## config.mk

```make
export PLATFORM = sky130hd
export DESIGN_NAME = vfu_share_arb
export DESIGN_NICKNAME = d
export VERILOG_FILES = /design/src/rtl/vfu_arb_pkg.sv /design/src/rtl/vfu_rr_pick.sv /design/src/rtl/vfu_unit_slot.sv /design/src/rtl/vfu_share_arb.sv
export SDC_FILE = /design/constraint.sdc
export NUM_CORES = 1
export LEC_CHECK = 0
export BUFFER_PORTS_ARGS = -buffer_cell sky130_fd_sc_hd__buf_2
export CORE_MARGIN = 2
export CORE_UTILIZATION = 62
export CTS_CLUSTER_DIAMETER = 150
export DETAILED_ROUTE_END_ITERATION = 7
export GPL_ROUTABILITY_DRIVEN = 0
export PLACE_DENSITY = 0.87
export SYNTH_ARGS = -nofsm -noshare
export SYNTH_HDL_FRONTEND = slang
export SYNTH_HIERARCHICAL = 1
export SYNTH_SLANG_ARGS = --single-unit
```

## constraint.sdc

```tcl
create_clock -name clk_i -period 4.31 [get_ports clk_i]
set_input_delay 0.431 -clock clk_i [delete_from_list [all_inputs] [get_ports clk_i]]
set_output_delay 0.431 -clock clk_i [all_outputs]
set_load 0.01 [all_outputs]
```

## src/rtl/vfu_arb_pkg.sv

```systemverilog
package vfu_arb_pkg;

    typedef enum logic [1:0] {
        SHARE_ALL       = 2'd0,
        SHARE_DEDICATED = 2'd1,
        SHARE_BY_TYPE   = 2'd2
    } share_mode_e;

    function automatic int idx_width(input int n);
        return (n > 1) ? $clog2(n) : 1;
    endfunction

endpackage

```

## src/rtl/vfu_rr_pick.sv

```systemverilog
module vfu_rr_pick #(
    parameter int NUM_REQ = 3,
    parameter int IW      = 2
) (
    input  logic [NUM_REQ-1:0] req_i,
    input  logic [IW-1:0]      ptr_i,
    output logic [NUM_REQ-1:0] win_oh_o,
    output logic [IW-1:0]      win_idx_o,
    output logic               any_o
);

    always_comb begin
        win_oh_o  = '0;
        win_idx_o = '0;
        any_o     = 1'b0;
        for (int k = 0; k < NUM_REQ; k++) begin
            int cand;
            cand = int'(ptr_i) + k;
            if (cand >= NUM_REQ) cand = cand - NUM_REQ;
            if (!any_o && req_i[cand]) begin
                any_o          = 1'b1;
                win_oh_o[cand] = 1'b1;
                win_idx_o      = IW'(cand);
            end
        end
    end

endmodule

```

## src/rtl/vfu_unit_slot.sv

```systemverilog
module vfu_unit_slot (
    input  logic clk_i,
    input  logic rst_ni,
    input  logic take_i,
    input  logic done_i,
    output logic busy_o
);

    logic busy_d, busy_q;

    always_comb begin
        busy_d = busy_q;
        if (take_i)                busy_d = 1'b1;
        else if (busy_q && done_i) busy_d = 1'b0;
    end

    always_ff @(posedge clk_i or negedge rst_ni) begin
        if (!rst_ni) busy_q <= 1'b0;
        else         busy_q <= busy_d;
    end

    assign busy_o = busy_q;

    AST_TAKE_FREE:   assert property (@(posedge clk_i) disable iff (!rst_ni) take_i |-> !busy_q);
    AST_HOLD_BUSY:   assert property (@(posedge clk_i) disable iff (!rst_ni) (busy_q && !done_i) |=> busy_q);
    AST_RELEASE:     assert property (@(posedge clk_i) disable iff (!rst_ni) (busy_q && done_i) |=> !busy_q);
    AST_IDLE_DONE:   assert property (@(posedge clk_i) disable iff (!rst_ni) (!busy_q && !take_i) |=> !busy_q);

endmodule

```

## src/rtl/vfu_share_arb.sv

```systemverilog
module vfu_share_arb
    import vfu_arb_pkg::*;
#(
    parameter int          NUM_HARTS  = 3,
    parameter int          NUM_FU     = 3,
    parameter share_mode_e SHARE_MODE = SHARE_BY_TYPE
) (
    input  logic                                    clk_i,
    input  logic                                    rst_ni,
    input  logic [NUM_HARTS-1:0]                    req_i,
    input  logic [NUM_HARTS*idx_width(NUM_FU)-1:0]  req_fu_i,
    input  logic [NUM_HARTS*NUM_FU-1:0]             done_i,
    output logic [NUM_HARTS-1:0]                    grant_o,
    output logic [NUM_HARTS-1:0]                    stall_o,
    output logic [NUM_HARTS*NUM_FU-1:0]             busy_o
);

    localparam int FW    = idx_width(NUM_FU);
    localparam int HW    = idx_width(NUM_HARTS);
    localparam int NSLOT = NUM_HARTS * NUM_FU;

    typedef struct packed {
        logic [NUM_FU-1:0][HW-1:0] rr;
    } arb_state_t;

    arb_state_t st_d, st_q;

    logic [NUM_HARTS-1:0][FW-1:0]      fu_type;
    logic [NUM_HARTS-1:0]              req_ok;
    logic [NUM_FU-1:0][NUM_HARTS-1:0]  pick_req;
    logic [NUM_FU-1:0][NUM_HARTS-1:0]  pick_oh;
    logic [NUM_FU-1:0][HW-1:0]         pick_idx;
    logic [NUM_FU-1:0]                 pick_any;
    logic [NSLOT-1:0]                  take;
    logic [NSLOT-1:0]                  busy;
    logic [NUM_HARTS-1:0]              grant;

    function automatic logic [HW-1:0] ptr_after(input logic [HW-1:0] idx);
        return (idx == HW'(NUM_HARTS - 1)) ? '0 : idx + 1'b1;
    endfunction

    // decode the per-hart type codes and drop out-of-range ones
    for (genvar h = 0; h < NUM_HARTS; h++) begin : g_dec
        assign fu_type[h] = req_fu_i[h*FW +: FW];
        assign req_ok[h]  = req_i[h] && ({1'b0, fu_type[h]} < (FW+1)'(NUM_FU));
    end

    // candidate sets per picker: one per unit type, or one global set
    always_comb begin
        pick_req = '0;
        for (int f = 0; f < NUM_FU; f++) begin
            for (int h = 0; h < NUM_HARTS; h++) begin
                if (SHARE_MODE == SHARE_ALL) begin
                    pick_req[f][h] = (f == 0) && req_ok[h];
                end else begin
                    pick_req[f][h] = req_ok[h] && (int'(fu_type[h]) == f);
                end
            end
        end
    end

    for (genvar f = 0; f < NUM_FU; f++) begin : g_pick
        vfu_rr_pick #(
            .NUM_REQ (NUM_HARTS),
            .IW      (HW)
        ) u_pick (
            .req_i     (pick_req[f]),
            .ptr_i     (st_q.rr[f]),
            .win_oh_o  (pick_oh[f]),
            .win_idx_o (pick_idx[f]),
            .any_o     (pick_any[f])
        );
    end

    always_comb begin
        st_d  = st_q;
        grant = '0;
        take  = '0;
        unique case (SHARE_MODE)
            SHARE_BY_TYPE: begin
                for (int f = 0; f < NUM_FU; f++) begin
                    if (!busy[f] && pick_any[f]) begin
                        grant       = grant | pick_oh[f];
                        take[f]     = 1'b1;
                        st_d.rr[f]  = ptr_after(pick_idx[f]);
                    end
                end
            end
            SHARE_DEDICATED: begin
                for (int h = 0; h < NUM_HARTS; h++) begin
                    int slot;
                    slot = h * NUM_FU + int'(fu_type[h]);
                    if (req_ok[h] && !busy[slot]) begin
                        grant[h]   = 1'b1;
                        take[slot] = 1'b1;
                    end
                end
            end
            default: begin
                if (!(|busy[NUM_FU-1:0]) && pick_any[0]) begin
                    grant      = pick_oh[0];
                    st_d.rr[0] = ptr_after(pick_idx[0]);
                    for (int h = 0; h < NUM_HARTS; h++) begin
                        if (pick_oh[0][h]) take[int'(fu_type[h])] = 1'b1;
                    end
                end
            end
        endcase
    end

    always_ff @(posedge clk_i or negedge rst_ni) begin
        if (!rst_ni) st_q <= '0;
        else         st_q <= st_d;
    end

    for (genvar u = 0; u < NSLOT; u++) begin : g_slot
        vfu_unit_slot u_slot (
            .clk_i  (clk_i),
            .rst_ni (rst_ni),
            .take_i (take[u]),
            .done_i (done_i[u]),
            .busy_o (busy[u])
        );
    end

    assign grant_o = grant;
    assign stall_o = req_ok & ~grant;
    assign busy_o  = busy;

    AST_GRANT_NOT_STALL: assert property (@(posedge clk_i) disable iff (!rst_ni) (grant_o & stall_o) == '0);
    AST_GRANT_HAS_REQ:   assert property (@(posedge clk_i) disable iff (!rst_ni) (grant_o & ~req_i) == '0);
    AST_STALL_PERSIST:   assert property (@(posedge clk_i) disable iff (!rst_ni)
                             (stall_o[0] && req_i[0] && $stable(req_fu_i)) |=> (stall_o[0] || grant_o[0] || !req_i[0]));
    AST_BAD_TYPE_QUIET:  assert property (@(posedge clk_i) disable iff (!rst_ni)
                             (req_i[0] && !req_ok[0]) |-> (!grant_o[0] && !stall_o[0]));

    if (SHARE_MODE == SHARE_ALL) begin : g_ast_all
        AST_ONE_BUSY:  assert property (@(posedge clk_i) disable iff (!rst_ni) $countones(busy_o) <= 1);
        AST_ONE_GRANT: assert property (@(posedge clk_i) disable iff (!rst_ni) $onehot0(grant_o));
    end
    if (SHARE_MODE == SHARE_BY_TYPE) begin : g_ast_type
        AST_ROW0_ONLY: assert property (@(posedge clk_i) disable iff (!rst_ni)
                           busy_o[NSLOT-1:NUM_FU] == '0);
    end

endmodule

```

-- Word-level counts from Yosys, hierarchy flattened
Index checks and enable logic that the tools add are counted.
- register bits: 9
- output and inout port bits: 15
- word-level logic and storage cells: 217
- add/subtract/negate cells: 18
- order comparisons: 30
- eq/ne operators: 9
- mux-type cells: 96
- bitwise operators: 10
- reductions and logical operators: 48
- operator list (kind ; count):
    $ge A32 B1 Y1 const B ; 9
    $lt A32 B4 Y1 const B ; 9
    $mux W32 ; 9
    $ge A32 B3 Y1 const B ; 6
    $sub A32 B3 Y32 const B ; 6
    $mux W1 ; 45
    $mux W3 ; 12
    $logic_and A1 B1 Y1 ; 33
    $mux W2 ; 12
    $or A3 B3 Y3 ; 8
    $bmux W1 S2 ; 9
    $demux W1 S2 ; 9
    $eq A2 B2 Y1 const B ; 9
    $add A2 B1 Y3 const B ; 3
    $add A2 B2 Y3 const B ; 3
    $logic_not A1 Y1 ; 9
    $sub A2 B2 Y3 const B ; 3
    $add A2 B1 Y2 const B ; 3
    $ge A2 B2 Y1 const B ; 3
    $logic_not A2 Y1 ; 3
    $lt A2 B2 Y1 const B ; 3
    $reduce_bool A2 Y1 ; 3
    $and A3 B3 Y3 ; 1
    $not A3 Y3 ; 1

-- Logic depth before layout (Yosys ltp)
Gate-level depths: netlist of run 1.
- depth in word-level cells: 21
- gate-level depth with buffers: 9
- gate-level depth less buffers: 8

-- By module
Netlist of run 1, hierarchy kept.
- by module, submodules not included (module ; instances ; cells an instance ; area each (um^2) ; sequential area each (um^2)):
    vfu_rr_pick ; 3 ; 52 ; 381.6 ; 0.0
    vfu_share_arb ; 1 ; 50 ; 495.5 ; 150.1
    vfu_unit_slot ; 9 ; 3 ; 36.3 ; 25.0

-- Worst setup path after synthesis of run 1
Ideal clock, no wire load.
- path kind: in2out
- start: input port req_fu_i[3]
- end: output port stall_o[0]
- arrival time: 2.308 ns
- data required time: 3.879 ns
- slack: 1.571 ns
- cell stages on the path: 7
- path buffers: 0
- cell sequence: nor3b_1 nand2b_1 and3_1 a311oi_1 o2bb2ai_1 and3b_1 nor4_1
- RTL lines (item ; RTL line ; text):
    start, declared ; vfu_share_arb.sv:11 ; input logic [NUM_HARTS*idx_width(NUM_FU)-1:0] req_fu_i,
    end, declared ; vfu_share_arb.sv:14 ; output logic [NUM_HARTS-1:0] stall_o,

==> metrics.txt, run 1 <==
# TYPE chip_impl_metric gauge
chip_impl_metric{name="placedInstanceArea",unit="um^2"} 2140
chip_impl_metric{name="final_layout_size_suffix_gt1_share",unit="%"} 22.7
chip_impl_metric{name="synthesis.area",unit="um^2"} 1970
chip_impl_metric{name="power.static_leakage",unit="nW"} 1.08
chip_impl_metric{name="detail_route.drc_violations",unit=""} 0
chip_impl_metric{name="synth-edff-count",unit=""} 0
chip_impl_info{name="clockRootBuffer",value="sky130_fd_sc_hd__clkbuf_4"} 1
chip_impl_metric{name="die-height",unit="um"} 60.3
chip_impl_metric{name="ant_nets",unit=""} 0
chip_impl_metric{name="cts_buffers",unit=""} 3
chip_impl_info{name="netlist_top_cells_count",value="24 x sky130_fd_sc_hd__inv_1, 21 x sky130_fd_sc_hd__a21oi_1, 19 x sky130_fd_sc_hd__nor2_1"} 1
chip_impl_metric{name="antenna_found_initial",unit=""} 0
chip_impl_metric{name="max_cap_violations",unit=""} 0
chip_impl_metric{name="viasPerCell",unit=""} 5.78
chip_impl_metric{name="globalRoute.totalOverflow",unit=""} 0
chip_impl_metric{name="peak_vdd_ir",unit="mV"} 0.297
chip_impl_metric{name="worstPathMaxFanout",unit=""} 8
chip_impl_metric{name="drtPass1Iterations",unit=""} 4
chip_impl_metric{name="cts.hold.buffers_added",unit=""} 0
chip_impl_metric{name="maxSlewHeadroom",unit="%"} 43.8
chip_impl_info{name="cts_tree",value="yes"} 1
chip_impl_info{name="rr_startpoint",value="st_q[0]$_DFFE_PN0N_"} 1
chip_impl_metric{name="timing.final.max_slew_violations",unit=""} 0
chip_impl_metric{name="sequential_element_share_of_the_synthesized_area",unit="%"} 19.1
chip_impl_metric{name="depth_of_the_worst_register_to_register_path",unit=""} 7
chip_impl_metric{name="timing_worst_slew_pin_value",unit="ns"} 0.841
chip_impl_metric{name="p_per_area",unit="nW/um^2"} 613
chip_impl_metric{name="placement.io_buffers",unit=""} 34
chip_impl_metric{name="clock_path_buffers",unit=""} 2
chip_impl_metric{name="cts_resized",unit=""} 0
chip_impl_metric{name="design_area",unit="um^2"} 2160
chip_impl_metric{name="cts.htree.levels",unit=""} 1
chip_impl_metric{name="grt_pass1_wl",unit="mm"} 6.96
chip_impl_info{name="synth_flop_cell",value="sky130_fd_sc_hd__dfrtp_1"} 1
chip_impl_info{name="worst_hold_path_type",value="input pin to async pin"} 1
chip_impl_info{name="synth_area_leader_cell",value="sky130_fd_sc_hd__dfrtp_1"} 1
chip_impl_metric{name="dieArea",unit="um^2"} 3640
chip_impl_metric{name="row_count",unit=""} 20
chip_impl_metric{name="fmaxAchievable",unit="MHz"} 326
chip_impl_metric{name="clk_pin_slew",unit="ns"} 0.08
chip_impl_metric{name="worst_clock_skew",unit="ns"} 0.00616
chip_impl_info{name="end_kind",value="output pin"} 1
chip_impl_metric{name="area.growth.synth_to_final",unit="%"} 9.92
chip_impl_metric{name="post_layout_minimum_cycle_time",unit="ns"} 3.07
chip_impl_metric{name="cts_post_setup_buffers_inserted",unit=""} 0
chip_impl_info{name="worstReg2RegEnd",value="st_q[0]$_DFFE_PN0N_"} 1
chip_impl_metric{name="synth_top_cell_area_share",unit="%"} 19.1
chip_impl_metric{name="cts_sinks",unit=""} 15
chip_impl_metric{name="num_antenna_cells",unit=""} 0
chip_impl_info{name="run_status",value="completed"} 1
chip_impl_metric{name="timing.critical_path.required",unit="ns"} 3.88
chip_impl_metric{name="finalHoldWorstSlack",unit="ns"} 0.0481
chip_impl_info{name="grt_setup_unrepaired",value="false"} 1
chip_impl_metric{name="nets",unit=""} 302
chip_impl_metric{name="die_width",unit="um"} 60.3
chip_impl_metric{name="hpwlAfterDp",unit="mm"} 3.35
chip_impl_metric{name="fin_crit_sh",unit="%"} 71.2
chip_impl_metric{name="ys.warnings.count",unit=""} 6
chip_impl_metric{name="effective_utilization_at_floorplan",unit="%"} 65.0
chip_impl_metric{name="worst_path_arrival_time",unit="ns"} 2.64
chip_impl_metric{name="routed_wire_length_per_instance",unit="um"} 13.4
chip_impl_metric{name="power.total",unit="W"} 0.00133
chip_impl_info{name="cp_launch_type",value="flip-flop"} 1
chip_impl_metric{name="syn-mean-instance-area",unit="um^2"} 8.44
chip_impl_metric{name="first_global_vias",unit=""} 1651
chip_impl_metric{name="worst_skew_pair.late_latency",unit="ns"} 0.27
chip_impl_metric{name="detailroute.via_count",unit=""} 1808
chip_impl_metric{name="core",unit="um^2"} 3030
chip_impl_metric{name="final_hold_viol_count",unit=""} 0
chip_impl_metric{name="synth_cell_types",unit=""} 39
chip_impl_info{name="synth_most_common_cell",value="sky130_fd_sc_hd__inv_1"} 1
chip_impl_metric{name="share_of_flip_flops_with_an_asynchronous_set_or_reset",unit="%"} 100
chip_impl_metric{name="timing.reg2reg.setup_slack",unit="ns"} 2.06
chip_impl_metric{name="grt_util_all_layers",unit="%"} 24.6
chip_impl_metric{name="setup_viol",unit=""} 0
chip_impl_metric{name="maximum_number_of_pins_on_one_net_before_global_route_repair",unit=""} 16
chip_impl_metric{name="postSynthRegisterBits",unit=""} 15
chip_impl_info{name="critical_path_class",value="flip-flop to output pin"} 1
chip_impl_metric{name="finish.utilization",unit="%"} 71.4
chip_impl_metric{name="drt_iter0_markers",unit=""} 129
chip_impl_info{name="post_synth_main_area_contributors",value="sky130_fd_sc_hd__dfrtp_1 19%, sky130_fd_sc_hd__ha_1 7.6%, sky130_fd_sc_hd__mux2i_4 6.9%, sky130_fd_sc_hd__and3b_1 6.2%, sky130_fd_sc_hd__a21oi_1 5.3%"} 1
chip_impl_metric{name="io_pins",unit=""} 35
chip_impl_metric{name="fin_tns_setup",unit="ns"} 0
chip_impl_metric{name="wl",unit="mm"} 4.21
chip_impl_metric{name="post_synth_inst_count",unit=""} 233
[routing by layer]
metal  track usage (%)  share of wire [%]
met1              31.5                 46
met2              44.1                 49
met5                 0                  0
met3              1.95                4.3
met4              6.98               0.45
[how the worst max path moves through the flow]
stage | from | end | slack [ns]
floorplan | req_fu_i[3] | stall_o[0] | 1.57
global placement | req_fu_i[1] | grant_o[1] | 1.46
detailed placement | req_fu_i[1] | grant_o[1] | 1.43
CTS | st_q[5]$_DFFE_PN0N_ | grant_o[0] | 1.22
global route | st_q[2]$_DFFE_PN0N_ | stall_o[0] | 1.01
finish | st_q[5]$_DFFE_PN0N_ | grant_o[0] | 1.24
[state kept, by name, summed over array words and instances, names as in the netlist]
register	cells
g_slot.u_slot/busy_o	9
st_q	6
[per-stage QoR]
step / setup WS [ns] / cells
after floorplan: 1.57 / 238
after global placement: 1.46 / 309
after detailed placement: 1.43 / 309
after CTS: 1.22 / 313
after global routing: 1.01 / 313
final: 1.24 / 313
[layout by cell type (no fill, tap or decap), drive strengths merged, types with 9 or more instances in the layout]
master,count
nor2,19
mux2i,9
nand2,10
a21o,9
dfrtp,15
ha,12
inv,24
nand2b,9
buf,36
and3b,14
a21oi,21
[critical path, cell delays in order, from the launching register on]
cell and delay, ns:
sky130_fd_sc_hd__dfrtp_1 0.42, sky130_fd_sc_hd__inv_1 0.09, sky130_fd_sc_hd__ha_1 0.37, sky130_fd_sc_hd__mux2i_4 0.34, sky130_fd_sc_hd__mux2i_4 0.12, sky130_fd_sc_hd__a311oi_1 0.27
sky130_fd_sc_hd__o2bb2ai_1 0.09, sky130_fd_sc_hd__and3b_1 0.19, sky130_fd_sc_hd__or3_1 0.33, sky130_fd_sc_hd__buf_2 0.14
[logic make-up (layout without fill, tap and decap cells)]
family          after synthesis  in the layout  share of synthesized area [%]
simple gates                 88             88                           26.7
compound gates               69             69                           25.4
buf+inv                      33             64                           9.16
mux                          15             15                           11.8
flops                        15             15                           19.1
fa+ha+maj                    12             12                           7.63
other cells                   1              6                          0.191
[area by class of cell]
type                            count  area, um^2
Multi-Input combinational cell    190        1430
Fill cell                         261         866
Sequential cell                    15         375
Timing Repair Buffer               36         185
Inverter                           24        90.1
Tap cell                           44        55.1
Clock buffer                        4        26.3
[power by group]
part | switching, W | total (W) | internal [W]
logic | 0.000553 | 0.00102 | 0.000462
registers | 0.0000488 | 0.000236 | 0.000187
clock network | 0.0000386 | 0.0000744 | 0.0000358
total | 0.000641 | 0.00133 | 0.000685
(Power assumes the default switching activity.)
==> run 2, diff against run 1 <==
--- a/config.mk
+++ b/config.mk
@@ -7,11 +7,11 @@
 export LEC_CHECK = 0
 export BUFFER_PORTS_ARGS = -buffer_cell sky130_fd_sc_hd__buf_2
 export CORE_MARGIN = 2
-export CORE_UTILIZATION = 62
+export CORE_UTILIZATION = 52
 export CTS_CLUSTER_DIAMETER = 150
 export DETAILED_ROUTE_END_ITERATION = 7
 export GPL_ROUTABILITY_DRIVEN = 0
-export PLACE_DENSITY = 0.87
+export PLACE_DENSITY = 0.78
 export SYNTH_ARGS = -nofsm -noshare
 export SYNTH_HDL_FRONTEND = slang
 export SYNTH_HIERARCHICAL = 1
==> constraint.sdc (replaced) <==
create_clock -name clk_i -period 2.54 [get_ports clk_i]
set_input_delay 0.254 -clock clk_i [delete_from_list [all_inputs] [get_ports clk_i]]
set_output_delay 0.254 -clock clk_i [all_outputs]
set_load 0.01 [all_outputs]
==> run 2 against run 1 <==
Compared with the run above: the run now ends with negative setup slack left; setup slack lost 1.4 ns; hold slack gained 0.21 ns; sequential share of layout area fell by 3.5 points; first-iteration DRC count increased by 86%; critical path depth increased by 2; register-to-register slack worse by 1.7 ns; clock power rose to 2.7 times the previous value; cell count up 12%; sequential power rose by 86%; highest routed layer unchanged; count of clock-buffer cells in the layout decreased by 1; routed wire length up 34%; clock skew shrank 0.0037 ns.
==> metrics.txt, run 2 (synthesis gave the netlist of run 1 again) <==
# TYPE chip_impl_metric gauge
chip_impl_metric{name="routed_wire_length_per_instance",unit="um"} 16.2
chip_impl_metric{name="worstPathMaxFanout",unit=""} 4
chip_impl_metric{name="peak_vdd_ir",unit="mV"} 0.721
chip_impl_metric{name="finish.utilization",unit="%"} 75.1
chip_impl_metric{name="cts_sinks",unit=""} 15
chip_impl_metric{name="power.total",unit="W"} 0.00324
chip_impl_metric{name="area.growth.synth_to_final",unit="%"} 39.8
chip_impl_metric{name="nets",unit=""} 334
chip_impl_metric{name="max_cap_violations",unit=""} 0
chip_impl_metric{name="grt_util_all_layers",unit="%"} 26.5
chip_impl_info{name="highest-signal-layer",value="met4"} 1
chip_impl_metric{name="effective_utilization_at_floorplan",unit="%"} 53.7
chip_impl_metric{name="clock_path_buffers",unit=""} 2
chip_impl_metric{name="detail_route.drc_violations",unit=""} 0
chip_impl_metric{name="wl",unit="mm"} 5.65
chip_impl_metric{name="cts_buffers",unit=""} 3
chip_impl_info{name="critical_path_class",value="flip-flop to output pin"} 1
chip_impl_metric{name="cts.htree.levels",unit=""} 1
chip_impl_metric{name="row_count",unit=""} 22
chip_impl_metric{name="layout_fillers",unit=""} 247
chip_impl_metric{name="area_of_the_multi_input_gates",unit="um^2"} 1710
chip_impl_info{name="cp_launch_type",value="flip-flop"} 1
chip_impl_metric{name="worst_skew_pair.late_latency",unit="ns"} 0.25
chip_impl_metric{name="antenna_found_initial",unit=""} 0
chip_impl_metric{name="hpwlAfterDp",unit="mm"} 3.59
chip_impl_metric{name="die_width",unit="um"} 65.5
chip_impl_metric{name="globalRoute.totalOverflow",unit=""} 0
chip_impl_metric{name="route.layer.met1.wl",unit="mm"} 2.23
chip_impl_info{name="grt_setup_unrepaired",value="true"} 1
chip_impl_metric{name="post_layout_minimum_cycle_time",unit="ns"} 2.69
chip_impl_metric{name="fin_crit_sh",unit="%"} 106
chip_impl_metric{name="worst_setup_slack_after_layout",unit="ns"} -0.147
chip_impl_metric{name="final_layout_size_suffix_gt1_share",unit="%"} 48.2
chip_impl_metric{name="worst_clock_skew",unit="ns"} 0.00244
chip_impl_metric{name="io_pins",unit=""} 35
chip_impl_info{name="mostFrequentLayoutCell",value="sky130_fd_sc_hd__buf_2"} 1
chip_impl_metric{name="fmaxAchievable",unit="MHz"} 372
chip_impl_metric{name="first_global_vias",unit=""} 1953
chip_impl_metric{name="die-height",unit="um"} 65.5
chip_impl_metric{name="detailroute.via_count",unit=""} 2088
chip_impl_metric{name="drt_iter0_markers",unit=""} 240
chip_impl_metric{name="core",unit="um^2"} 3660
chip_impl_info{name="end_kind",value="output pin"} 1
chip_impl_metric{name="timing.critical_path.required",unit="ns"} 2.29
chip_impl_metric{name="dp_slack",unit="ns"} -0.00114
chip_impl_metric{name="layout.area.seq",unit="um^2"} 380
chip_impl_metric{name="dieArea",unit="um^2"} 4290
chip_impl_metric{name="maximum_number_of_pins_on_one_net_before_global_route_repair",unit=""} 16
chip_impl_info{name="violations",value="negative setup slack"} 1
chip_impl_info{name="clockRootBuffer",value="sky130_fd_sc_hd__clkbuf_8"} 1
chip_impl_metric{name="viasPerCell",unit=""} 5.98
chip_impl_metric{name="ant_nets",unit=""} 0
chip_impl_metric{name="max_ffs_per_register",unit=""} 9
chip_impl_metric{name="p_per_area",unit="nW/um^2"} 1180
chip_impl_metric{name="final_hold_viol_count",unit=""} 0
chip_impl_info{name="run_status",value="finished, violations left"} 1
chip_impl_info{name="worst_hold_path_type",value="input pin to flip-flop"} 1
chip_impl_metric{name="detailroute.wirelength.met2",unit="mm"} 2.96
chip_impl_metric{name="wl_met3",unit="um"} 355
chip_impl_metric{name="power.static_leakage",unit="nW"} 1.29
chip_impl_metric{name="placed_cells_incl_taps",unit=""} 325
chip_impl_metric{name="placement.io_buffers",unit=""} 34
chip_impl_metric{name="layout.cells.non_filler",unit=""} 349
chip_impl_metric{name="drtPass1Iterations",unit=""} 4
chip_impl_metric{name="timing.final.max_slew_violations",unit=""} 0
chip_impl_metric{name="num_antenna_cells",unit=""} 0
chip_impl_metric{name="setup_viol",unit=""} 6
chip_impl_info{name="cts_tree",value="yes"} 1
chip_impl_metric{name="worst_path_arrival_time",unit="ns"} 2.43
chip_impl_info{name="layout_common_cells",value="33 x sky130_fd_sc_hd__buf_2, 27 x sky130_fd_sc_hd__buf_4, 19 x sky130_fd_sc_hd__nor2_1, 19 x sky130_fd_sc_hd__a21oi_1, 15 x sky130_fd_sc_hd__inv_1"} 1
chip_impl_metric{name="grt_pass1_wl",unit="mm"} 8.84
chip_impl_metric{name="clk_pin_slew",unit="ns"} 0.06
[run 2: changes by cell type in the layout (fill, tap and decap cells not counted), moves of 4 or more]
cell	delta
sky130_fd_sc_hd__ha_1	-11
sky130_fd_sc_hd__inv_2	+6
sky130_fd_sc_hd__buf_4	+25
sky130_fd_sc_hd__dfrtp_1	-4
sky130_fd_sc_hd__inv_1	-9
sky130_fd_sc_hd__dfrtp_2	+4
sky130_fd_sc_hd__ha_4	+10
sky130_fd_sc_hd__buf_6	+7
sky130_fd_sc_hd__nand2b_1	-5
[run 2: layout make-up]
type                            count  area share (%)
Clock inverter                      1           0.182
Sequential cell                    15            13.8
Timing Repair Buffer               68            16.6
Tap cell                           48            2.18
Inverter                           24            3.55
Multi-Input combinational cell    190            62.1
Clock buffer                        3            1.50
[run 2: worst max-delay path, stage by stage (launching register included)]
cell	delay (ns)
sky130_fd_sc_hd__dfrtp_2	0.44
sky130_fd_sc_hd__inv_4	0.07
sky130_fd_sc_hd__ha_4	0.16
sky130_fd_sc_hd__buf_4	0.14
sky130_fd_sc_hd__buf_6	0.12
sky130_fd_sc_hd__nand2b_1	0.07
sky130_fd_sc_hd__a21oi_1	0.07
sky130_fd_sc_hd__o211ai_1	0.24
sky130_fd_sc_hd__a21oi_1	0.10
sky130_fd_sc_hd__and3b_1	0.21
sky130_fd_sc_hd__or3_1	0.40
sky130_fd_sc_hd__buf_2	0.16
[run 2: repair_timing]
| item | in CTS | in global routing |
|---|---|---|
| setup endpoints to repair | 6 | 6 |
| hold endpoints to repair | 15 | 0 |
| resized for setup | 51 | 24 |
| pin swaps | 21 | 12 |
| hold buffers | 1 | 0 |
| setup buffers | 19 | 1 |
[run 2: per-layer routing]
| metal | vias up | global-route usage [%] |
|---|---|---|
| met5 | - | 0 |
| met4 | 0 | 9.64 |
| met3 | 10 | 2.23 |
| met2 | 86 | 48.0 |
| met1 | 1013 | 32.6 |
| li1 | 979 | - |
[run 2: stage by stage]
step                hold WS, ns  setup TNS (ns)  instance area (um^2)
floorplan               -0.0416               0                  1990
global placement          0.181               0                  2230
detailed placement        0.179        -0.00114                  2230
CTS                       0.252          -0.114                  2630
global route              0.260           -1.00                  2750
finish                    0.256          -0.482                  2750
[run 2: final timing paths]
kind / slack [ns] / from / depth (start not counted) / endpoint
setup / recovery: -0.15 / st_q[4]$_DFFE_PN0N_ / 11 / grant_o[1]
max in group asynchronous: 1.82 / rst_ni / 2 / st_q[5]$_DFFE_PN0N_
min in group asynchronous: 0.44 / rst_ni / 2 / st_q[0]$_DFFE_PN0N_
setup reg to reg: 0.39 / st_q[2]$_DFFE_PN0N_ / 8 / st_q[2]$_DFFE_PN0N_
hold / removal: 0.26 / done_i[3] / 3 / g_slot[3].u_slot/busy_o$_DFFE_PN0P_
hold reg to reg: 0.48 / g_slot[5].u_slot/busy_o$_DFFE_PN0P_ / 1 / g_slot[5].u_slot/busy_o$_DFFE_PN0P_
[run 2: power by group]
part           internal (W)  switching [W]  leakage, nW  total, W
clock network      0.000109      0.0000925       0.0255  0.000201
logic               0.00133        0.00127         1.10   0.00260
registers          0.000324       0.000114        0.167  0.000438
total               0.00176        0.00147         1.29   0.00324
